**src/rtl/rpfd_pkg.sv**
```systemverilog
package rpfd_pkg;

    localparam int unsigned NUM_CLKS = 2;

    // Rising-edge flags for the two compared clocks
    typedef struct packed {
        logic wclk;
        logic rclk;
    } pair_t;

    // Shared latch state: at most one side pending
    typedef enum logic [1:0] {
        PD_IDLE = 2'b00,
        PD_UP   = 2'b01,
        PD_DN   = 2'b10
    } pd_state_e;

    // An edge first cancels the opposite pending pulse, otherwise sets its own
    function automatic pd_state_e pd_next(pd_state_e cur, pair_t rise);
        pd_state_e nxt;
        nxt = cur;
        if (rise.wclk && rise.rclk) begin
            nxt = PD_IDLE;
        end else if (rise.wclk) begin
            nxt = (cur == PD_DN) ? PD_IDLE : PD_UP;
        end else if (rise.rclk) begin
            nxt = (cur == PD_UP) ? PD_IDLE : PD_DN;
        end
        return nxt;
    endfunction

endpackage

```
**src/rtl/rpfd_sync.sv**
```systemverilog
module rpfd_sync #(
    parameter int unsigned N      = 2,
    parameter int unsigned STAGES = 2
) (
    input  logic         clk,
    input  logic         rst,
    input  logic [N-1:0] din,
    output logic [N-1:0] rise
);
    localparam int unsigned LAST = STAGES - 1;

    logic [STAGES-1:0][N-1:0] stg;
    logic [N-1:0]             prev;

    always_ff @(posedge clk) begin
        if (rst) begin
            stg  <= '0;
            prev <= '0;
        end else begin
            stg  <= {stg[STAGES-2:0], din};
            prev <= stg[LAST];
        end
    end

    assign rise = stg[LAST] & ~prev;

    generate
        for (genvar i = 0; i < N; i++) begin : g_chk
            // only a low-to-high change yields an edge, one cycle long
            p_rise_single_r5: assert property (@(posedge clk) disable iff (rst)
                rise[i] |=> !rise[i]);
        end
    endgenerate

endmodule

```
**src/rtl/rpfd_latch.sv**
```systemverilog
module rpfd_latch
    import rpfd_pkg::*;
(
    input  logic  clk,
    input  logic  rst,
    input  pair_t rise,
    output logic  up_o,
    output logic  dn_o
);
    pd_state_e state;

    always_ff @(posedge clk) begin
        if (rst) state <= PD_IDLE;
        else     state <= pd_next(state, rise);
    end

    assign up_o = (state == PD_UP);
    assign dn_o = (state == PD_DN);

    p_no_overlap_r6: assert property (@(posedge clk) disable iff (rst)
        !(up_o && dn_o));
    p_up_set_r2: assert property (@(posedge clk) disable iff (rst)
        (rise.wclk && !rise.rclk && !dn_o) |=> up_o);
    p_dn_set_r3: assert property (@(posedge clk) disable iff (rst)
        (rise.rclk && !rise.wclk && !up_o) |=> dn_o);
    p_pair_clear_r6: assert property (@(posedge clk) disable iff (rst)
        (rise.rclk && !rise.wclk && up_o) |=> (!up_o && !dn_o));
    p_coincident_r4: assert property (@(posedge clk) disable iff (rst)
        (rise.wclk && rise.rclk) |=> (!up_o && !dn_o));
    p_hold_r8: assert property (@(posedge clk) disable iff (rst)
        (!rise.wclk && !rise.rclk) |=> ($stable(up_o) && $stable(dn_o)));

endmodule

```
**src/rtl/rise_pfd.sv**
```systemverilog
module rise_pfd
    import rpfd_pkg::*;
#(
    parameter int unsigned SYNC_STAGES = 2
) (
    input  logic clk,
    input  logic rst,
    input  logic wclk_i,
    input  logic rclk_i,
    output logic up_o,
    output logic dn_o
);
    logic [NUM_CLKS-1:0] rise_vec;
    pair_t               rise;

    rpfd_sync #(
        .N      (NUM_CLKS),
        .STAGES (SYNC_STAGES)
    ) u_sync (
        .clk  (clk),
        .rst  (rst),
        .din  ({wclk_i, rclk_i}),
        .rise (rise_vec)
    );

    assign rise = pair_t'(rise_vec);

    rpfd_latch u_latch (
        .clk  (clk),
        .rst  (rst),
        .rise (rise),
        .up_o (up_o),
        .dn_o (dn_o)
    );

    // reset leaves both outputs low after the edge
    p_reset_low_r1: assert property (@(posedge clk)
        rst |=> (!up_o && !dn_o));

endmodule

```
**config.mk**
```make
export PLATFORM = sky130hd
export DESIGN_NAME = rise_pfd
export DESIGN_NICKNAME = d
export VERILOG_FILES = /design/src/rtl/rpfd_pkg.sv /design/src/rtl/rpfd_sync.sv /design/src/rtl/rpfd_latch.sv /design/src/rtl/rise_pfd.sv
export SDC_FILE = /design/constraint.sdc
export NUM_CORES = 1
export LEC_CHECK = 0
export ABC_AREA = 0
export BUFFER_PORTS_ARGS = -buffer_cell sky130_fd_sc_hd__buf_2
export CORE_AREA = 4 4 41 43
export DETAILED_ROUTE_END_ITERATION = 10
export DIE_AREA = 0 0 45 47
export PLACE_DENSITY = 0.46
export SLEW_MARGIN = 20
export SYNTH_ARGS = -nofsm -noshare
export SYNTH_HDL_FRONTEND = slang
export SYNTH_SLANG_ARGS = --single-unit
```
**constraint.sdc**
```tcl
create_clock -name clk -period 2.5 [get_ports clk]
set_input_delay 0.25 -clock clk [delete_from_list [all_inputs] [get_ports clk]]
set_output_delay 0.25 -clock clk [all_outputs]
set_load 0.1 [all_outputs]
```
Word level (Yosys, flattened, before mapping)
Cells that the tools add are included.
{ "word_totals": {"register_bits": 8, "in_bits": 4, "out_inout_bits": 2, "word_cells": 15} }
{ "classes": {"eq_ne": 2, "mux": 4, "bitwise": 2, "reduce_logical": 3} }
{ "ops": {"columns": ["op", "count"], "rows": [
  ["2-to-1 mux 2 bit", 3],
  ["bitwise AND 2 bit", 1],
  ["== test 2 x 1 -> 1 bit, second input constant", 1],
  ["== test 2 bit, second input constant", 1],
  ["inverter 2 bit", 1],
  ["nonzero test 2 bit", 1],
  ["OR reduction 2 bit", 1],
  ["logical AND 1 bit", 1],
  ["2-to-1 mux 1 bit", 1]
]} }

Longest topological paths before layout
Gate-level depths: netlist (run 1).
{ "depth": {"word_depth": 4, "depth_mapped": 2, "ltp_nobuf": 2} }

Modules after synthesis
A second synthesis (run 1) with hierarchy kept.
{ "unflattened": {"cells_unflattened": 24, "hier_area_um2": 260.2} }
{ "modules_own_cells": {"columns": ["mod", "instances", "cells_each", "area_each_um2", "seq_area_each_um2"], "rows": [
  ["rpfd_sync", 1, 14, 170.2, 120.1],
  ["rpfd_latch", 1, 10, 90.1, 40.0]
]} }

Worst setup path before layout (run 1)
No wires, ideal clock.
{ "synth_path": {"path_kind": "reg2out", "start": "reg u_latch.state[1]", "end": "out dn_o", "arrival_time_ps": 1628, "t_required_ps": 2250, "setup_slack_ps": 622, "path_stages_with_launch": 3, "path_buffers": 0, "path_cell_list": "dfxtp_1 inv_1 nor2_1"} }
{ "synth_via": {"elab_chain_len": 1} }
{ "synth_lines": {"columns": ["element", "line", "rtl"], "rows": [
  ["start, declared", "rpfd_latch.sv:10", "pd_state_e state;"],
  ["start signal, assigned", "rpfd_latch.sv:14", "else state <= pd_next(state, rise);"],
  ["== test 2 bit", "rpfd_latch.sv:18", "assign dn_o = (state == PD_DN);"],
  ["end, declared", "rise_pfd.sv:11", "output logic dn_o"]
]} }
Every way passes these cells.

Worst setup path in the final report (run 1)
Ends and elaborated chain as after synthesis.

==> results of run 1 <==
## where the power goes
group,internal (mW),switching (mW)
clock,0.0546,0.0386
sequential,0.133,0.00235
combinational,0.00694,0.0167
total,0.195,0.0577
## sequential cells by signal (all words and copies together) (netlist names)
register	flops
u_latch.state	2
u_sync.prev	2
u_sync.stg	4
## cells by family after synthesis
| logic type | after synthesis | share of synthesized area |
|---|---|---|
| flops | 8 | 0.627 |
| compound gates | 2 | 0.0686 |
| simple gates | 10 | 0.245 |
| buf+inv | 4 | 0.0588 |
## worst register-to-register path: stages (launching register included)
cell	delay [ps]
dfxtp_1	310
or3b_1	370
a221oi_1	230
## routing by layer
metal,global-route usage,vias up
li1,-,92
met1,0.0506,72
met2,0.0508,6
met3,0.0268,0
met4,0.0702,0
met5,0,-
## cell type report
cell class / instances / share of cell area
flip-flops and latches: 8 / 0.498
well taps: 15 / 0.0584
clock buffers: 3 / 0.0700
multi-input cells: 12 / 0.249
inverters: 4 / 0.0467
repair buffers: 5 / 0.0778
## worst paths after layout
kind	startpoint	end	slack (ps)	cells past startpoint
min reg2reg	u_sync.stg[1]	u_sync.stg[3]	430	1
max	u_latch.state[1]	dn_o	1090	3
min	rclk_i	u_sync.stg[0]	210	2
max reg2reg	u_latch.state[0]	u_latch.state[1]	1490	2
## cell usage after synthesis
cell type,number
a221oi_1,2
or3b_1,2
dfxtp_1,8
nor2b_1,6
inv_1,4
nor2_1,2
==> results.yml, run 1 <==
sta:
  finalCritPeriodShare: 0.563
  tightest_slew_ps: 487
  max_freq_mhz: 711
  hold_slack_ps: 213
  worst_slack_ps: 1090
  slew_violations: 0
  skew_ps: 0.633
  grt_setup_unrepaired: "false"
  max_slew_margin: 0.678
  hold_viol: 0
  setup_violations: 0
  fin_crit_ps: 1410
  setup-tns-final_ps: 0
synthesis:
  ys_ff_latch: 8
  synth_area_leader_cell: "dfxtp_1"
  yosys_warnings: 0
  seq_area_frac_synth: 0.627
  synth_cells: 24
  syn_nets: 28
  synth_cell_types: 6
  avgSynthCellArea_sq_um: 10.6
  yosysTopAreaCellShare: 0.627
  syn_area_sq_um: 255
  synth_area_leaders: "dfxtp_1 63%, nor2b_1 15%, a221oi_1 6.9%, or3b_1 6.9%, inv_1 5.9%"
placement:
  gp_congestion: 0.617
  dp_slack_ps: 1350
  port_buffers: 5
  place_area_sq_um: 299
  hpwlAfterDp_microns: 280
  placedCellCount: 44
clock_tree:
  numCtsBuffers: 3
  cts_tree: "yes"
  post_cts_buffers: 0
  clockBufferDepth: 2
  cts-resized-gates: 0
  htree_levels: 1
  clockRootBuffer: "clkbuf_4"
  clk_pin_slew_ps: 50
  insertion_delay_ps: 240
  cts_sinks: 8
  hold_buffers: 0
grt:
  grt.overflow.total: 0
  grt_max_degree: 9
  grt_pass1_wl_microns: 621
  grt_pass1_vias: 158
  antenna_found_initial: 0
  track_usage: 0.0468
die:
  core_sq_um: 1300
  rows: 13
  start_util: 0.196
  die_area_sq_um: 2120
  die_w_microns: 45
  io_pins: 6
  fp.dieH_microns: 47
detailed_routing:
  final_antenna_net_count: 0
  drt_wl_total_microns: 384
  wl_met2_microns: 148
  met3_length_microns: 43
  vias_per_cell: 3.62
  maxUsedRoutingLayer: "met3"
  drt_iter0_drc: 0
  wire_per_inst_microns: 8.17
  drc: 0
  drt-met1-wl_microns: 193
  first_pass_iters: 1
  vias: 170
final_layout:
  drive_gt1_frac: 0.250
  fin_util: 0.247
  fill_cells: 158
  insertedDiodeCount: 0
  multiInputGateArea_sq_um: 80.1
  nets: 38
  syn_to_final_growth_pct: 26.0
  fin_area_sq_um: 322
  layout_common_cells: "8 x dfxtp_1, 6 x nor2b_1, 5 x buf_2"
  seq_area_sq_um: 160
  fin_cells: 47
  final_common_cell: "dfxtp_1"
power:
  ir_worst_vdd_mv: 0.175
  p_total_uw: 252
  p_per_area_nw_per_um2: 785
  p_leak_nw: 0.132
run_status:
  status: "complete, no violations"
setup_path:
  worstPathMaxFanout: 3
  end_kind: "output pin"
  worstSetupStartpointType: "flip-flop"
  slowest_delay_ps: 420
  crit_arrival_ps: 1160
  worstPathRequired_ps: 2250
  crit_type: "flip-flop to output pin"
  path_cells: "inv_1 > nor2_1 > buf_2"
  cpLargestDelayFamily: "buffers and inverters"
  crit_slowest_cell: "buf_2"
  cp.buffers_inverters: 2
min_path:
  hold_class: "input port to flip-flop"
flow_run:
  max_cap_viol_count: 0
Note: power is estimated with default switching activity, not from simulation.
==> run 2: changes to the inputs <==
--- a/config.mk
+++ b/config.mk
@@ -10,7 +10,7 @@
 export CORE_AREA = 4 4 41 43
 export DETAILED_ROUTE_END_ITERATION = 10
 export DIE_AREA = 0 0 45 47
-export PLACE_DENSITY = 0.46
+export PLACE_DENSITY = 0.47
 export SLEW_MARGIN = 20
 export SYNTH_ARGS = -nofsm -noshare
 export SYNTH_HDL_FRONTEND = slang
==> constraint.sdc (replaced) <==
create_clock -name clk -period 1.2 [get_ports clk]
set_input_delay 0.12 -clock clk [delete_from_list [all_inputs] [get_ports clk]]
set_output_delay 0.12 -clock clk [all_outputs]
set_load 0.1 [all_outputs]
==> run 2 against run 1 <==
Compared with the run above: utilization rose by 2.7 points; die area stayed put; highest routed layer unchanged; routed wire length grew 3.9%; combinational power rose to 2.6 times the previous value; register-to-register slack got worse by 1400 ps; critical endpoint unchanged; clock skew up 1.0 ps; largest cell class unchanged; power rose by 110%; final cell count did not move; sequential cell count unchanged.
==> results.yml, run 2 (same netlist as run 1, synthesis figures left out) <==
setup_path:
  crit_type: "flip-flop to output pin"
  cp.buffers_inverters: 2
  slowest_delay_ps: 360
  crit_slowest_cell: "dfxtp_1"
  worstSetupStartpointType: "flip-flop"
  worstPathRequired_ps: 1080
  cpLargestDelayFamily: "flip-flops"
  end_kind: "output pin"
  crit_arrival_ps: 1000
  path_cells: "inv_1 > nor2_2 > buf_12"
  worstPathMaxFanout: 3
die:
  core_sq_um: 1300
  rows: 13
  die_area_sq_um: 2120
  io_pins: 6
  start_util: 0.196
  die_w_microns: 45
  fp.dieH_microns: 47
min_path:
  hold_class: "input port to flip-flop"
sta:
  max_freq_mhz: 894
  finalCritPeriodShare: 0.932
  slew_violations: 0
  max_slew_margin: 0.840
  tightest_slew_ps: 239
  setup_violations: 0
  hold_viol: 0
  grt_setup_unrepaired: "false"
  skew_ps: 1.65
  fin_crit_ps: 1120
clock_tree:
  numCtsBuffers: 3
  clk_pin_slew_ps: 50
  clockRootBuffer: "clkbuf_4"
  cts_tree: "yes"
  post_cts_buffers: 0
  hold_buffers: 0
  insertion_delay_ps: 250
  clockBufferDepth: 2
  cts_sinks: 8
  cts-resized-gates: 0
  htree_levels: 1
final_layout:
  fill_cells: 149
  layout_common_cells: "8 x dfxtp_1, 6 x nor2b_1, 4 x inv_1"
  fin_area_sq_um: 357
  syn_to_final_growth_pct: 39.7
  drive_gt1_frac: 0.313
  seq_area_sq_um: 160
  multiInputGateArea_sq_um: 85.1
  nets: 38
  largest-register: "u_sync.stg"
  largest_reg_flops: 4
  final_common_cell: "dfxtp_1"
  reg_top3: "u_sync.stg x4, u_latch.state x2, u_sync.prev x2"
  insertedDiodeCount: 0
grt:
  grt.overflow.total: 0
  track_usage: 0.0531
  grt_pass1_vias: 180
  grt_pass1_wl_microns: 662
  grt_max_degree: 9
  antenna_found_initial: 0
detailed_routing:
  first_pass_iters: 1
  drt_iter0_drc: 0
  vias: 180
  final_antenna_net_count: 0
  wire_per_inst_microns: 8.49
  drc: 0
  drt_wl_total_microns: 399
  vias_per_cell: 3.83
power:
  clock_power_share: 0.362
  switching_share: 0.231
  p_total_uw: 541
  p_per_area_nw_per_um2: 1520
  seq_power_share: 0.523
  p_leak_nw: 0.139
  ir_worst_vdd_mv: 0.516
  p_switching_uw: 125
  p_int_uw: 416
  combinationalPowerShare: 0.115
placement:
  place_area_sq_um: 334
  port_buffers: 5
  hpwlAfterDp_microns: 325
  gp_congestion: 0.607
run_status:
  status: "complete, no violations"
flow_run:
  max_cap_viol_count: 0
==> run 2: cell counts in the layout (fill, tap and decap cells not counted) <==
No cell type changed its count.
==> run 2: area by class of cell <==
cell class                      instances  share of cell area
Sequential cell                         8               0.449
Multi-Input combinational cell         12               0.239
Timing Repair Buffer                    5               0.154
Clock buffer                            3              0.0632
Tap cell                               15              0.0526
Inverter                                4              0.0421
==> run 2: metrics by stage <==
stage / utilization / worst slack [ps] / hold WS (ps) / std cells / TNS (ps)
final: 0.274 / 81.4 / 79.5 / 47 / 0
after global placement: 0.257 / 199 / 334 / 44 / 0
after global routing: 0.274 / 14.3 / 79.5 / 47 / 0
after floorplan: - / -116 / 192 / 24 / -212
after detailed placement: 0.257 / 124 / 337 / 44 / 0
after CTS: 0.274 / 32.6 / 72.2 / 47 / 0
==> run 2: final timing paths <==
path                    start  cells past startpoint  slack [ps]               end
max          u_latch.state[1]                      3          80              dn_o
min                    wclk_i                      2          80     u_sync.stg[1]
max reg2reg  u_latch.state[1]                      2         130  u_latch.state[0]
min reg2reg     u_sync.stg[0]                      1         440     u_sync.stg[2]
==> run 2: metal layers <==
| layer | vias to the layer above | global-route usage | wire length (microns) |
|---|---|---|---|
| li1 | 94 | - | - |
| met1 | 80 | 0.0390 | 167 |
| met2 | 6 | 0.0734 | 198 |
| met3 | 0 | 0.0345 | 33 |
| met4 | 0 | 0.0877 | 0 |
| met5 | - | 0 | 0 |
==> run 2: power by group through the flow <==
stage / sequential [mW] / clock, mW / combinational (mW)
6_report: 0.283 / 0.196 / 0.0625
5_1_grt: 0.284 / 0.221 / 0.0660
4_1_cts: 0.283 / 0.211 / 0.0636
3_5_place_dp: 0.289 / 0 / 0.0635
3_3_place_gp: 0.288 / 0 / 0.0621
2_1_floorplan: 0.287 / 0 / 0.0386
